==> config.mk <==
export PLATFORM = sky130hd
export DESIGN_NAME = tw_addr_sel
export DESIGN_NICKNAME = d
export VERILOG_FILES = /design/src/rtl/tw_addr_pkg.sv /design/src/rtl/tw_bus_cond.sv /design/src/rtl/tw_frame_shift.sv /design/src/rtl/tw_addr_cmp.sv /design/src/rtl/tw_addr_fsm.sv /design/src/rtl/tw_addr_sel.sv
export SDC_FILE = /design/constraint.sdc
export NUM_CORES = 1
export LEC_CHECK = 0
export ABC_AREA = 1
export BUFFER_PORTS_ARGS = -buffer_cell sky130_fd_sc_hd__buf_2
export CAP_MARGIN = 20
export CORE_UTILIZATION = 50
export CTS_BUF_LIST = sky130_fd_sc_hd__clkbuf_4
export CTS_CLUSTER_SIZE = 25
export DETAILED_ROUTE_END_ITERATION = 8
export PLACE_DENSITY = 0.72
export SYNTH_ARGS = -nofsm -noshare
export SYNTH_HDL_FRONTEND = slang
export SYNTH_HIERARCHICAL = 1
export SYNTH_SLANG_ARGS = --single-unit
==> constraint.sdc <==
create_clock -name clk -period 3.05 [get_ports clk]
set_input_delay 0.7625 -clock clk [delete_from_list [all_inputs] [get_ports clk]]
set_output_delay 0.7625 -clock clk [all_outputs]
set_load 0.005 [all_outputs]
==> src/rtl/tw_addr_pkg.sv <==
package tw_addr_pkg;

    localparam int TW_FRAME_BITS = 8;
    localparam int TW_ADDR_W     = 10;
    localparam int TW_HDR_W      = 5;
    localparam logic [TW_HDR_W-1:0] TW_HDR10 = 5'b11110;

    typedef enum logic [2:0] {
        ST_IDLE,
        ST_FIRST,
        ST_SECOND,
        ST_ACKW,
        ST_ACKD,
        ST_SEL,
        ST_SKIP
    } tw_state_e;

endpackage

==> src/rtl/tw_bus_cond.sv <==
module tw_bus_cond (
    input  logic clk,
    input  logic rst_n,
    input  logic scl_i,
    input  logic sda_i,
    output logic start_o,
    output logic stop_o,
    output logic rise_o,
    output logic fall_o
);

    logic scl_q;
    logic sda_q;

    // Idle bus is high on both lines, so history resets high.
    always_ff @(posedge clk or negedge rst_n) begin
        if (!rst_n) begin
            scl_q <= 1'b1;
            sda_q <= 1'b1;
        end else begin
            scl_q <= scl_i;
            sda_q <= sda_i;
        end
    end

    assign start_o = scl_i && scl_q && sda_q && !sda_i;
    assign stop_o  = scl_i && scl_q && !sda_q && sda_i;
    assign rise_o  = scl_i && !scl_q;
    assign fall_o  = !scl_i && scl_q;

endmodule

==> src/rtl/tw_frame_shift.sv <==
module tw_frame_shift #(
    parameter int FRAME_BITS = 8
) (
    input  logic                  clk,
    input  logic                  rst_n,
    input  logic                  clr_i,
    input  logic                  rise_i,
    input  logic                  sda_i,
    output logic [FRAME_BITS-1:0] frame_o,
    output logic                  full_o
);

    localparam int CNT_W = $clog2(FRAME_BITS + 1);
    localparam logic [CNT_W-1:0] CNT_FULL = CNT_W'(FRAME_BITS);

    logic [CNT_W-1:0]      cnt_q;
    logic [FRAME_BITS-1:0] sr_q;

    // Counter saturates at a full frame; the acknowledge clock is not shifted.
    always_ff @(posedge clk or negedge rst_n) begin
        if (!rst_n) begin
            cnt_q <= '0;
            sr_q  <= '0;
        end else if (clr_i) begin
            cnt_q <= '0;
            sr_q  <= '0;
        end else if (rise_i && (cnt_q != CNT_FULL)) begin
            sr_q  <= {sr_q[FRAME_BITS-2:0], sda_i};
            cnt_q <= cnt_q + 1'b1;
        end
    end

    assign frame_o = sr_q;
    assign full_o  = (cnt_q == CNT_FULL);

endmodule

==> src/rtl/tw_addr_cmp.sv <==
module tw_addr_cmp
    import tw_addr_pkg::*;
#(
    parameter int FRAME_BITS = TW_FRAME_BITS,
    parameter int ADDR_W     = TW_ADDR_W
) (
    input  logic [FRAME_BITS-1:0] frame_i,
    input  logic [ADDR_W-1:0]     own_i,
    input  logic                  ten_bit_i,
    input  logic                  second_i,
    input  logic                  mem_i,
    output logic                  hit_o,
    output logic                  final_o,
    output logic                  rd_o,
    output logic                  mem_o
);

    localparam int SHORT_W = FRAME_BITS - 1;
    localparam int HIGH_W  = ADDR_W - FRAME_BITS;

    logic hdr_ok;
    logic dir_bit;

    assign dir_bit = frame_i[0];
    assign hdr_ok  = (frame_i[FRAME_BITS-1 -: TW_HDR_W] == TW_HDR10) &&
                     (frame_i[HIGH_W:1] == own_i[ADDR_W-1:FRAME_BITS]);

    always_comb begin
        hit_o   = 1'b0;
        final_o = 1'b1;
        rd_o    = 1'b0;
        mem_o   = mem_i;
        if (!ten_bit_i) begin
            hit_o = (frame_i[FRAME_BITS-1:1] == own_i[SHORT_W-1:0]);
            rd_o  = dir_bit;
        end else if (second_i) begin
            hit_o = (frame_i == own_i[FRAME_BITS-1:0]);
            mem_o = hit_o;
        end else if (hdr_ok) begin
            if (!dir_bit) begin
                hit_o   = 1'b1;
                final_o = 1'b0;
            end else begin
                hit_o = mem_i;
                rd_o  = 1'b1;
            end
        end else begin
            mem_o = 1'b0;
        end
    end

endmodule

==> src/rtl/tw_addr_fsm.sv <==
module tw_addr_fsm
    import tw_addr_pkg::*;
(
    input  logic clk,
    input  logic rst_n,
    input  logic start_i,
    input  logic stop_i,
    input  logic fall_i,
    input  logic full_i,
    input  logic hit_i,
    input  logic final_i,
    input  logic rd_i,
    input  logic mem_nx_i,
    output logic second_o,
    output logic mem_o,
    output logic clr_o,
    output logic pull_o,
    output logic sel_o,
    output logic stb_o,
    output logic rd_o
);

    tw_state_e st_q, st_d;
    logic fin_q, fin_d;
    logic dir_q, dir_d;
    logic mem_q, mem_d;
    logic pull_q, sel_q, stb_q, rd_q;
    logic sel_d;

    // State register
    always_ff @(posedge clk or negedge rst_n) begin
        if (!rst_n) begin
            st_q  <= ST_IDLE;
            fin_q <= 1'b0;
            dir_q <= 1'b0;
            mem_q <= 1'b0;
        end else begin
            st_q  <= st_d;
            fin_q <= fin_d;
            dir_q <= dir_d;
            mem_q <= mem_d;
        end
    end

    // Next state
    always_comb begin
        st_d  = st_q;
        fin_d = fin_q;
        dir_d = dir_q;
        mem_d = mem_q;
        clr_o = 1'b0;
        if (stop_i) begin
            st_d  = ST_IDLE;
            mem_d = 1'b0;
            clr_o = 1'b1;
        end else if (start_i) begin
            st_d  = ST_FIRST;
            clr_o = 1'b1;
        end else begin
            unique case (st_q)
                ST_FIRST, ST_SECOND: begin
                    if (full_i) begin
                        mem_d = mem_nx_i;
                        if (hit_i) begin
                            st_d  = ST_ACKW;
                            fin_d = final_i;
                            dir_d = rd_i;
                        end else begin
                            st_d = ST_SKIP;
                        end
                    end
                end
                ST_ACKW: begin
                    if (fall_i) begin
                        st_d = ST_ACKD;
                    end
                end
                ST_ACKD: begin
                    if (fall_i) begin
                        if (fin_q) begin
                            st_d = ST_SEL;
                        end else begin
                            st_d  = ST_SECOND;
                            clr_o = 1'b1;
                        end
                    end
                end
                ST_IDLE, ST_SEL, ST_SKIP: begin
                    st_d = st_q;
                end
                default: st_d = ST_IDLE;
            endcase
        end
    end

    assign sel_d = ((st_d == ST_ACKD) && fin_d) || (st_d == ST_SEL);

    // Outputs
    always_ff @(posedge clk or negedge rst_n) begin
        if (!rst_n) begin
            pull_q <= 1'b0;
            sel_q  <= 1'b0;
            stb_q  <= 1'b0;
            rd_q   <= 1'b0;
        end else begin
            pull_q <= (st_d == ST_ACKD);
            sel_q  <= sel_d;
            stb_q  <= (st_d == ST_ACKD) && (st_q == ST_ACKW) && fin_d;
            rd_q   <= sel_d && dir_d;
        end
    end

    assign second_o = (st_q == ST_SECOND);
    assign mem_o    = mem_q;
    assign pull_o   = pull_q;
    assign sel_o    = sel_q;
    assign stb_o    = stb_q;
    assign rd_o     = rd_q;

endmodule

==> src/rtl/tw_addr_sel.sv <==
module tw_addr_sel
    import tw_addr_pkg::*;
#(
    parameter int FRAME_BITS = TW_FRAME_BITS,
    parameter int ADDR_W     = TW_ADDR_W
) (
    input  logic              clk,
    input  logic              rst_n,
    input  logic              scl_i,
    input  logic              sda_i,
    input  logic [ADDR_W-1:0] own_addr_i,
    input  logic              ten_bit_i,
    output logic              sda_pull_o,
    output logic              sel_o,
    output logic              sel_stb_o,
    output logic              rd_o
);

    logic start_w, stop_w, rise_w, fall_w;
    logic fsm_clr, shift_clr, full_w;
    logic [FRAME_BITS-1:0] frame_w;
    logic hit_w, final_w, rdsel_w, mem_nx_w;
    logic second_w, mem_w;

    tw_bus_cond u_cond (
        .clk     (clk),
        .rst_n   (rst_n),
        .scl_i   (scl_i),
        .sda_i   (sda_i),
        .start_o (start_w),
        .stop_o  (stop_w),
        .rise_o  (rise_w),
        .fall_o  (fall_w)
    );

    assign shift_clr = fsm_clr;

    tw_frame_shift #(.FRAME_BITS(FRAME_BITS)) u_shift (
        .clk     (clk),
        .rst_n   (rst_n),
        .clr_i   (shift_clr),
        .rise_i  (rise_w),
        .sda_i   (sda_i),
        .frame_o (frame_w),
        .full_o  (full_w)
    );

    tw_addr_cmp #(.FRAME_BITS(FRAME_BITS), .ADDR_W(ADDR_W)) u_cmp (
        .frame_i   (frame_w),
        .own_i     (own_addr_i),
        .ten_bit_i (ten_bit_i),
        .second_i  (second_w),
        .mem_i     (mem_w),
        .hit_o     (hit_w),
        .final_o   (final_w),
        .rd_o      (rdsel_w),
        .mem_o     (mem_nx_w)
    );

    tw_addr_fsm u_fsm (
        .clk      (clk),
        .rst_n    (rst_n),
        .start_i  (start_w),
        .stop_i   (stop_w),
        .fall_i   (fall_w),
        .full_i   (full_w),
        .hit_i    (hit_w),
        .final_i  (final_w),
        .rd_i     (rdsel_w),
        .mem_nx_i (mem_nx_w),
        .second_o (second_w),
        .mem_o    (mem_w),
        .clr_o    (fsm_clr),
        .pull_o   (sda_pull_o),
        .sel_o    (sel_o),
        .stb_o    (sel_stb_o),
        .rd_o     (rd_o)
    );

endmodule

==> impl_metrics.env <==
export IMPL_status="completed"
export IMPL_drive_gt1_share_pct=17.4
export IMPL_synth_area_per_cell_um2=6.47
export IMPL_nNetsFinal=300
export IMPL_irDropWorstVdd_mv=0.359
export IMPL_drc=0
export IMPL_hpwlAfterDp_mm=2.57
export IMPL_pre_cts_slack_ns=0.769
export IMPL_min_period_ns=2.12
export IMPL_ant_nets=0
export IMPL_cts_hold_buf=0
export IMPL_fmaxAchievable_ghz=0.472
export IMPL_gr_total_overflow=0
export IMPL_hold_class="in2async"
export IMPL_die_x_um=60.5
export IMPL_grt_first_pass_wirelength_mm=5.25
export IMPL_area_delta_synth_final_pct=9.52
export IMPL_yosysSeqAreaShare_pct=35.3
export IMPL_synth_edf_count=0
export IMPL_grt_max_degree=25
export IMPL_die_area_um2=3660
export IMPL_finalHoldViolations=0
export IMPL_cap_violations=0
export IMPL_grt_busiest_layer="met2"
export IMPL_fin_crit_sh_pct=69.5
export IMPL_grtUsageMet3_pct=2.77
export IMPL_path_clk_slew_ns=0.14
export IMPL_clkLatencyLatePin_ns=0.32
export IMPL_async_flop_share_pct=100
export IMPL_met2_usage_pct=31.6
export IMPL_finalSetupViolations=0
export IMPL_skew_ns=0.0134
export IMPL_cts_resized=0
export IMPL_initial_utilization_pct=54.2
export IMPL_ys_types=29
export IMPL_core_um2=3150
export IMPL_gp_congestion=0.860
export IMPL_cts_setup_buffers=0
export IMPL_syn_area_um2=1710
export IMPL_row_count=20
export IMPL_die_h_um=60.5
export IMPL_clk_root_buffer_cell="clkbuf_4"
export IMPL_synthCells=264
export IMPL_p_leak_nw=1.08
export IMPL_grt_pass1_vias=1283
export IMPL_numCtsBuffers=3
export IMPL_cp_data_required_time_ns=3.32
export IMPL_wl_mm=3.29
export IMPL_avgViaCountPerCell=4.66
export IMPL_worst_slack_ns=0.930
export IMPL_use_met1_pct=26.2
export IMPL_cts_tree="yes"
export IMPL_clock_sinks=24
export IMPL_dpl_cell_area_um2=1820
export IMPL_end_kind="register"
export IMPL_port_buffer_count=18
export IMPL_synth_seq_cells=24
export IMPL_synth_nets=281
export IMPL_holdWs_ns=0.393
export IMPL_arrival_ns=2.39
export IMPL_maxSlewHeadroom_pct=61.0
export IMPL_dr_pass1_iters=4
export IMPL_dr_total_vias=1520
export IMPL_worstSetupStartpointType="register"
export IMPL_setup_tns_ns=0
export IMPL_finalMaxSlewViolations=0
export IMPL_pin_count=19
export IMPL_track_usage_pct=19.4
export IMPL_cp_max_fo=9
export IMPL_tightest_slew_ns=0.583
export IMPL_rsz0062_at_grt="no"
export IMPL_clockBufferDepth=2
export IMPL_power_density_nw_per_um2=568
export IMPL_path_class="reg2reg"
export IMPL_stdcell_area_um2=1870
export IMPL_htreeDepth=1
export IMPL_diodes=0
export IMPL_wl_per_cell_um=10.1
export IMPL_synthFlopType="dfrtp_1"
export IMPL_antenna_found_initial=0
export IMPL_dr_first_iter_drc_count=70
export IMPL_yosysWarnings=6
worst max-delay path, stage by stage (launching register included):
cell	delay, ns
dfrtp_1	0.53
nor3_1	0.23
inv_1	0.08
a21oi_1	0.12
nand2_1	0.07
nor2_1	0.08
nand3_1	0.11
nand3_1	0.12
nand2_1	0.06
inv_1	0.08
nor2_1	0.05
nor2_1	0.09
nor2_1	0.05
nand3_1	0.05
nand2_1	0.11
nand2_1	0.10
nand2_2	0.06
nor2_2	0.06
metal layers:
layer	routed length (um)	vias up
met3	160	4
met4	37	0
met5	0	-
met2	1440	36
li1	-	831
met1	1650	649
power by group:
| part | switching [W] | internal (W) |
|---|---|---|
| clock | 0.0000965 | 0.000133 |
| sequential | 0.0000815 | 0.000391 |
| combinational | 0.000226 | 0.000135 |
per-stage QoR:
step	instances	total power, W	util [%]
2_1_floorplan	264	0.000743	-
3_3_place_gp	322	0.000836	57.7
3_5_place_dp	322	0.000839	57.7
4_1_cts	326	0.00107	59.4
5_1_grt	326	0.00115	59.4
6_report	326	0.00106	59.4
final timing paths:
path                       cells after the start  slack (ns)               end        startpoint
setup / recovery                              17        0.93        u_fsm/rd_o     u_fsm/st_q[2]
hold / removal                                 1        0.39       u_fsm/dir_q             rst_n
setup reg to reg                              17        0.93        u_fsm/rd_o     u_fsm/st_q[2]
hold reg to reg                                2        0.58  u_shift/cnt_q[2]  u_shift/cnt_q[2]
max in group asynchronous                      1        2.29      u_cond/sda_q             rst_n
min in group clk                               1        0.55      u_cond/scl_q             scl_i
synth_stat cells, types with 3 or more instances:
| cell | number | area, um2 |
|---|---|---|
| nand3_1 | 16 | 80.1 |
| nand4_1 | 10 | 62.6 |
| a21oi_1 | 3 | 15.0 |
| nand2_2 | 5 | 31.3 |
| nor2_4 | 3 | 33.8 |
| inv_2 | 7 | 26.3 |
| nor2_1 | 31 | 116 |
| inv_1 | 52 | 195 |
| dfrtp_1 | 22 | 551 |
| nand2_1 | 86 | 323 |
| nor2_2 | 3 | 18.8 |
sequential cells by signal, summed over array words and instances (netlist names):
register,count
u_fsm/mem_o,1
u_fsm/st_q,3
u_cond/sda_q,1
u_fsm/sel_o,1
u_fsm/stb_o,1
u_fsm/pull_o,1
u_cond/scl_q,1
u_fsm/rd_o,1
u_fsm/dir_q,1
u_fsm/fin_q,1
u_shift/cnt_q,4
u_shift/frame_o,8
cell type report:
class	instances	area, um2
tap	44	55.1
inverter	59	221
clock inverter	1	30.0
clock buffer	3	22.5
fill	332	1280
sequential	24	603
timing repair buffer	18	90.1
multi-input combinational	177	850
layout by cell type, fill, tap and decap left out:
cell type,count
ha_1,2
or2_2,1
dfstp_2,2
nand2_2,5
nand2_1,86
inv_2,7
clkbuf_4,3
nand3_4,1
bufinv_16,1
xor2_1,1
a31oi_1,2
nand3_2,2
xnor2_1,1
o211ai_1,1
inv_1,52
nor2_4,3
o21ai_0,2
nand3_1,16
nor2_1,31
nand4_1,10
nor2_2,3
buf_2,18
dfrtp_1,22
a21oi_1,3
nand2_4,1
nand3b_1,1
nor3_1,2
nor4_1,1
o21ai_2,2
logic make-up (layout without fill, tap and decap cells):
family / count (synthesis) / in the layout / synth area share, %
xor gates and xnor gates: 2 / 2 / 1.03
DFF: 24 / 24 / 35.3
adders and majority gates: 2 / 2 / 1.46
buffers and inverters: 63 / 81 / 15.0
AOI/OAI and AO/OA: 10 / 10 / 3.66
and+or+nand+nor: 163 / 163 / 43.6
(Power assumes the default switching activity.)
